--- config.mk ---
export PLATFORM = sky130hd
export DESIGN_NAME = slk_unit
export DESIGN_NICKNAME = d
export VERILOG_FILES = /design/src/rtl/slk_pkg.sv /design/src/rtl/slk_decode.sv /design/src/rtl/slk_bank.sv /design/src/rtl/slk_unit.sv
export SDC_FILE = /design/constraint.sdc
export NUM_CORES = 1
export LEC_CHECK = 0
export ABC_AREA = 1
export BUFFER_PORTS_ARGS = -buffer_cell sky130_fd_sc_hd__buf_2
export CORE_MARGIN = 1.5
export CORE_UTILIZATION = 59
export DETAILED_ROUTE_END_ITERATION = 16
export GPL_ROUTABILITY_DRIVEN = 1
export PLACE_DENSITY = 0.89
export SLEW_MARGIN = 20
export SYNTH_ARGS = -nofsm -noshare
export SYNTH_HDL_FRONTEND = slang
export SYNTH_SLANG_ARGS = --single-unit
--- constraint.sdc ---
create_clock -name clk -period 4.87 [get_ports clk]
set_clock_uncertainty 0.2 [all_clocks]
set_input_delay 1.461 -clock clk [delete_from_list [all_inputs] [get_ports clk]]
set_output_delay 1.461 -clock clk [all_outputs]
set_load 0.02 [all_outputs]
--- src/rtl/slk_pkg.sv ---
package slk_pkg;
   typedef enum logic [1:0] {
      ST_IDLE = 2'd0,
      ST_KEY1 = 2'd1,
      ST_KEY2 = 2'd2,
      ST_FENCE = 2'd3
   } slk_state_e;

   localparam logic [7:0]  CODE_LOCK  = 8'h60;
   localparam logic [7:0]  CODE_FENCE = 8'h61;
   localparam logic [10:0] KEY_OFS_A  = 11'h555;
   localparam logic [10:0] KEY_OFS_B  = 11'h2AA;
endpackage

--- src/rtl/slk_decode.sv ---
module slk_decode
   import slk_pkg::*;
#(
   parameter int ADDR_W   = 16,
   parameter int DATA_W   = 16,
   parameter int SECT_LSB = 12,
   parameter int SECT_W   = 3,
   parameter int SEL_BIT  = 6
) (
   input  logic              clk,
   input  logic              por_n,
   input  logic              wr_en,
   input  logic [ADDR_W-1:0] wr_addr,
   input  logic [DATA_W-1:0] wr_data,
   output logic              do_lock,
   output logic              do_unlock,
   output logic              do_fence,
   output logic [SECT_W-1:0] cmd_sect,
   output logic              idle
);
   localparam logic [SECT_LSB-1:0] OFS_A = SECT_LSB'(KEY_OFS_A);
   localparam logic [SECT_LSB-1:0] OFS_B = SECT_LSB'(KEY_OFS_B);

   slk_state_e        state_q, state_d;
   logic [SECT_W-1:0] fence_sect_q;
   logic [SECT_LSB-1:0] ofs;
   logic [7:0]        code;
   logic [SECT_W-1:0] sect_in;
   logic              unused_hi;

   assign ofs       = wr_addr[SECT_LSB-1:0];
   assign code      = wr_data[7:0];
   assign sect_in   = wr_addr[SECT_LSB +: SECT_W];
   assign unused_hi = ^{wr_addr, wr_data};
   assign idle      = (state_q == ST_IDLE);
   assign cmd_sect  = sect_in;

   always_comb begin
      state_d   = state_q;
      do_lock   = 1'b0;
      do_unlock = 1'b0;
      do_fence  = 1'b0;
      if (wr_en) begin
         case (state_q)
            ST_IDLE: begin
               if (ofs == OFS_A && code == CODE_LOCK) state_d = ST_KEY1;
            end
            ST_KEY1: begin
               state_d = (ofs == OFS_B && code == CODE_LOCK) ? ST_KEY2 : ST_IDLE;
            end
            ST_KEY2: begin
               state_d = ST_IDLE;
               if (code == CODE_LOCK) begin
                  if (wr_addr[SEL_BIT]) do_unlock = 1'b1;
                  else                  do_lock   = 1'b1;
               end else if (code == CODE_FENCE) begin
                  state_d = ST_FENCE;
               end
            end
            default: begin
               state_d = ST_IDLE;
               if (code == CODE_FENCE && sect_in == fence_sect_q) do_fence = 1'b1;
            end
         endcase
      end
   end

   always_ff @(posedge clk or negedge por_n) begin
      if (!por_n) begin
         state_q      <= ST_IDLE;
         fence_sect_q <= '0;
      end else begin
         state_q <= state_d;
         if (wr_en && state_q == ST_KEY2) fence_sect_q <= sect_in;
      end
   end
endmodule

--- src/rtl/slk_bank.sv ---
module slk_bank #(
   parameter int NUM_SECT = 8,
   parameter int SECT_W   = 3
) (
   input  logic                clk,
   input  logic                por_n,
   input  logic                do_lock,
   input  logic                do_unlock,
   input  logic                do_fence,
   input  logic [SECT_W-1:0]   cmd_sect,
   output logic [NUM_SECT-1:0] lock_vec,
   output logic [NUM_SECT-1:0] prot_vec
);
   logic [NUM_SECT-1:0] lock_q, prot_q;
   logic [SECT_W-1:0]   last_q;
   logic [SECT_W-1:0]   lo, hi;
   logic                open_ok;

   assign open_ok  = do_unlock && !prot_q[cmd_sect];
   assign lo       = (last_q < cmd_sect) ? last_q : cmd_sect;
   assign hi       = (last_q < cmd_sect) ? cmd_sect : last_q;
   assign lock_vec = lock_q;
   assign prot_vec = prot_q;

   always_ff @(posedge clk or negedge por_n) begin
      if (!por_n)       last_q <= '0;
      else if (open_ok) last_q <= cmd_sect;
   end

   for (genvar g = 0; g < NUM_SECT; g++) begin : g_sect
      localparam logic [SECT_W-1:0] IDX = SECT_W'(g);

      always_ff @(posedge clk or negedge por_n) begin
         if (!por_n)       lock_q[g] <= 1'b0;
         else if (do_lock) lock_q[g] <= 1'b1;
         else if (open_ok) lock_q[g] <= (cmd_sect != IDX);
      end

      always_ff @(posedge clk or negedge por_n) begin
         if (!por_n) prot_q[g] <= 1'b0;
         else if (do_fence && IDX >= lo && IDX <= hi) prot_q[g] <= 1'b1;
      end
   end
endmodule

--- src/rtl/slk_unit.sv ---
module slk_unit #(
   parameter int NUM_SECT = 8,
   parameter int ADDR_W   = 16,
   parameter int DATA_W   = 16,
   parameter int SECT_LSB = 12,
   parameter int SEL_BIT  = 6,
   localparam int SECT_W  = (NUM_SECT > 1) ? $clog2(NUM_SECT) : 1
) (
   input  logic              clk,
   input  logic              por_n,
   input  logic              wr_en,
   input  logic [ADDR_W-1:0] wr_addr,
   input  logic [DATA_W-1:0] wr_data,
   input  logic [SECT_W-1:0] qry_sect,
   output logic              qry_locked
);
   if (NUM_SECT < 2 || (1 << SECT_W) != NUM_SECT) begin : g_bad_count
      $error("slk_unit: NUM_SECT must be a power of two, at least 2");
   end
   if (SECT_LSB < 11) begin : g_bad_lsb
      $error("slk_unit: SECT_LSB too small for the key offsets");
   end
   if (SEL_BIT >= SECT_LSB) begin : g_bad_sel
      $error("slk_unit: SEL_BIT must lie below the sector field");
   end
   if (SECT_LSB + SECT_W > ADDR_W) begin : g_bad_addr
      $error("slk_unit: sector field exceeds ADDR_W");
   end
   if (DATA_W < 8) begin : g_bad_data
      $error("slk_unit: DATA_W must be at least 8");
   end

   logic                do_lock, do_unlock, do_fence, dec_idle;
   logic [SECT_W-1:0]   cmd_sect;
   logic [NUM_SECT-1:0] lock_vec, prot_vec;

   slk_decode #(
      .ADDR_W(ADDR_W), .DATA_W(DATA_W), .SECT_LSB(SECT_LSB),
      .SECT_W(SECT_W), .SEL_BIT(SEL_BIT)
   ) u_dec (
      .clk(clk), .por_n(por_n), .wr_en(wr_en), .wr_addr(wr_addr),
      .wr_data(wr_data), .do_lock(do_lock), .do_unlock(do_unlock),
      .do_fence(do_fence), .cmd_sect(cmd_sect), .idle(dec_idle)
   );

   slk_bank #(.NUM_SECT(NUM_SECT), .SECT_W(SECT_W)) u_bank (
      .clk(clk), .por_n(por_n), .do_lock(do_lock), .do_unlock(do_unlock),
      .do_fence(do_fence), .cmd_sect(cmd_sect),
      .lock_vec(lock_vec), .prot_vec(prot_vec)
   );

   assign qry_locked = lock_vec[qry_sect];
endmodule

==> out/qor.yml <==
floorplanning:
  dieArea_um2: 3430
  die_h_um: 58.57
  row_count: 19
  die_w_um: 58.57
  start_util: 0.6386
  ios: 39
  fp.coreArea_um2: 2853
cells_and_area:
  fill_cells: 250
  layout-drive-gt1-share: 0.2013
  antennaDiodeCount: 0
  final_nets: 347
  syn2layout_area_growth_pct: 8.997
placed_design:
  port-buffer-count: 29
  place_congestion: 0.8374
  dp_hpwl_um: 3052
detailed_routing:
  viasPerCell: 5.311
  drt-wirelength-per-cell_um: 11.61
  dr.pass1.iters: 5
  wl_met3_um: 201
  drt-total-wl_um: 3877
  ant_nets: 0
  via_count: 1774
  drt-met1-wl_um: 1758
  wl_met2_um: 1883
  highest_layer: "met4"
  drt_iter0_drc: 93
  route.detailed.drc: 0
synth:
  netlist.area_leader.share: 0.3297
  syn_nets: 318
  synthTopCellsByArea: "dfrtp_1 (33%), nand2_1 (19%), nand3_1 (9.3%)"
  synth_area_per_cell_um2: 6.601
  synth.most_common_cell: "nand2_1"
  async_flop_share: 1.000
  ys_warn_count: 0
  synthTopCellsByCount: "nand2_1 (94), nand3_1 (34), inv_1 (29), nor2_1 (29), dfrtp_1 (24)"
  synth_edf_count: 0
  seq_area_frac_synth: 0.3297
  synth-seq-cells: 24
  synthCells: 276
  synth_flop_cell: "dfrtp_1"
  synthDistinctLibCells: 29
  synth_area_um2: 1822
  synth_top_area_cell: "dfrtp_1"
global_routing:
  grt_pass1_wl_um: 6962
  grt_pass1_vias: 1722
  antenna_found_initial: 0
  grt_overflow_total: 0
  grt_usage: 0.2592
  grt_max_degree: 25
clock_network:
  cts_root_buffer: "clkbuf_4"
  cts_tree: "yes"
  cts_setup_buffers: 0
  holdBufCountCts: 0
  cts_buffer_depth: 2
  cts_resized: 0
  path_clk_slew_ns: 0.12
  htreeDepth: 1
  cts.sinks: 24
  clk_latency_ns: 0.31
  cts_buffers: 3
critical_path:
  r2r_cells: 11
  worstSetupPathType: "primary input to primary output"
  cp.required_ns: 3.21
  cp_max_fo: 6
  end_kind: "primary output"
  critPathLaunchType: "primary input"
  worstPathArrival_ns: 2.21
status:
  status: "complete, no violations"
sta:
  slew_violations: 0
  max_slew_margin: 0.6322
  finalHoldViolations: 0
  finalCritPeriodShare: 0.7951
  fmax_mhz: 258.3
  tightestPinTransition_ns: 0.5517
  finalSetupViolCount: 0
  period_needed_ns: 3.872
  worst_hold_slack_ns: 0.2763
  rsz0062_at_grt: "false"
  setup-tns-final_ns: 0
job:
  max_cap_viol_count: 0
min_path:
  whs_path_depth: 2
  hold_path.class: "flip-flop to flip-flop"
pwr:
  p_leak_nw: 1.089
  p_per_area_nw_per_um2: 194.6
  p_total_mw: 0.3864
  ir_worst_vdd_v: 0.0001247
## per-stage QoR
step           area, um^2    util  instances  setup WS [ns]
4_1_cts              1986  0.6961        334         0.9966
5_1_grt              1986  0.6961        334         0.9396
2_1_floorplan        1822       -        276          1.126
3_5_place_dp         1963  0.6882        331         0.9957
3_3_place_gp         1963  0.6882        331          1.032
6_report             1986  0.6961        334         0.9980
## power breakdown
| part | switching [mW] | total, mW | internal, mW |
|---|---|---|---|
| sequential | 0.00889 | 0.214 | 0.205 |
| combinational | 0.0568 | 0.0879 | 0.0311 |
| clock | 0.0557 | 0.0846 | 0.0289 |
## per-layer routing
metal,vias to the layer above,track usage
li1,923,-
met1,777,0.3371
met2,68,0.4575
met3,6,0.02857
met4,0,0.06645
met5,-,0
## registers in the layout (all words and copies together) (netlist names)
name,cells
u_bank.prot_vec,8
u_dec.fence_sect_q,3
u_bank.last_q,3
u_bank.lock_vec,8
u_dec.state_q,2
## critical path, cell delays in order
cell and delay [ns]:
buf_2 0.13, inv_1 0.07, nor2_1 0.04, o22ai_1 0.17, nor2_1 0.06, a21oi_1 0.11
buf_2 0.17
## kinds of logic (layout without fill, tap and decap cells)
kind of cell	Yosys count	count (layout)	synth area share
AOI/OAI and AO/OA	22	22	0.07418
adders and majority gates	4	4	0.02747
buffers and inverters	44	71	0.1037
DFF	24	24	0.3297
muxes	1	1	0.005495
and+or+nand+nor	181	181	0.4595
## cells in the final DEF (no fill, tap or decap), drive strengths merged
master,instances
a21oi,3
nand3b,2
nor3,3
o22ai,1
o21a,1
dfrtp,24
inv,37
nand3,36
nand2,103
mux2i,1
o21ai,16
ha,4
o21bai,1
clkinv,2
nand4,3
nor2,34
clkbuf,3
buf,29
## path summary, 6_finish.rpt
path	slack, ns	end	start
min	0.28	u_bank.prot_vec[7]	u_bank.prot_vec[7]
max	1.0	qry_locked	qry_sect[0]
max reg2reg	2.80	u_bank.prot_vec[0]	u_bank.last_q[2]
max in group asynchronous	3.18	u_dec.fence_sect_q[2]	por_n
min reg2reg	0.28	u_bank.prot_vec[7]	u_bank.prot_vec[7]
min in group asynchronous	0.92	u_dec.state_q[0]	por_n
## cell type report
| cell class | count | area, um^2 | share of cell area |
|---|---|---|---|
| repair buffers | 29 | 145.1 | 0.07309 |
| inverters | 39 | 146.4 | 0.07372 |
| well taps | 31 | 38.79 | 0.01953 |
| clock buffers | 3 | 22.52 | 0.01134 |
| multi-input cells | 208 | 1032 | 0.5198 |
| flip-flops and latches | 24 | 600.6 | 0.3025 |
(Power assumes the default switching activity.)
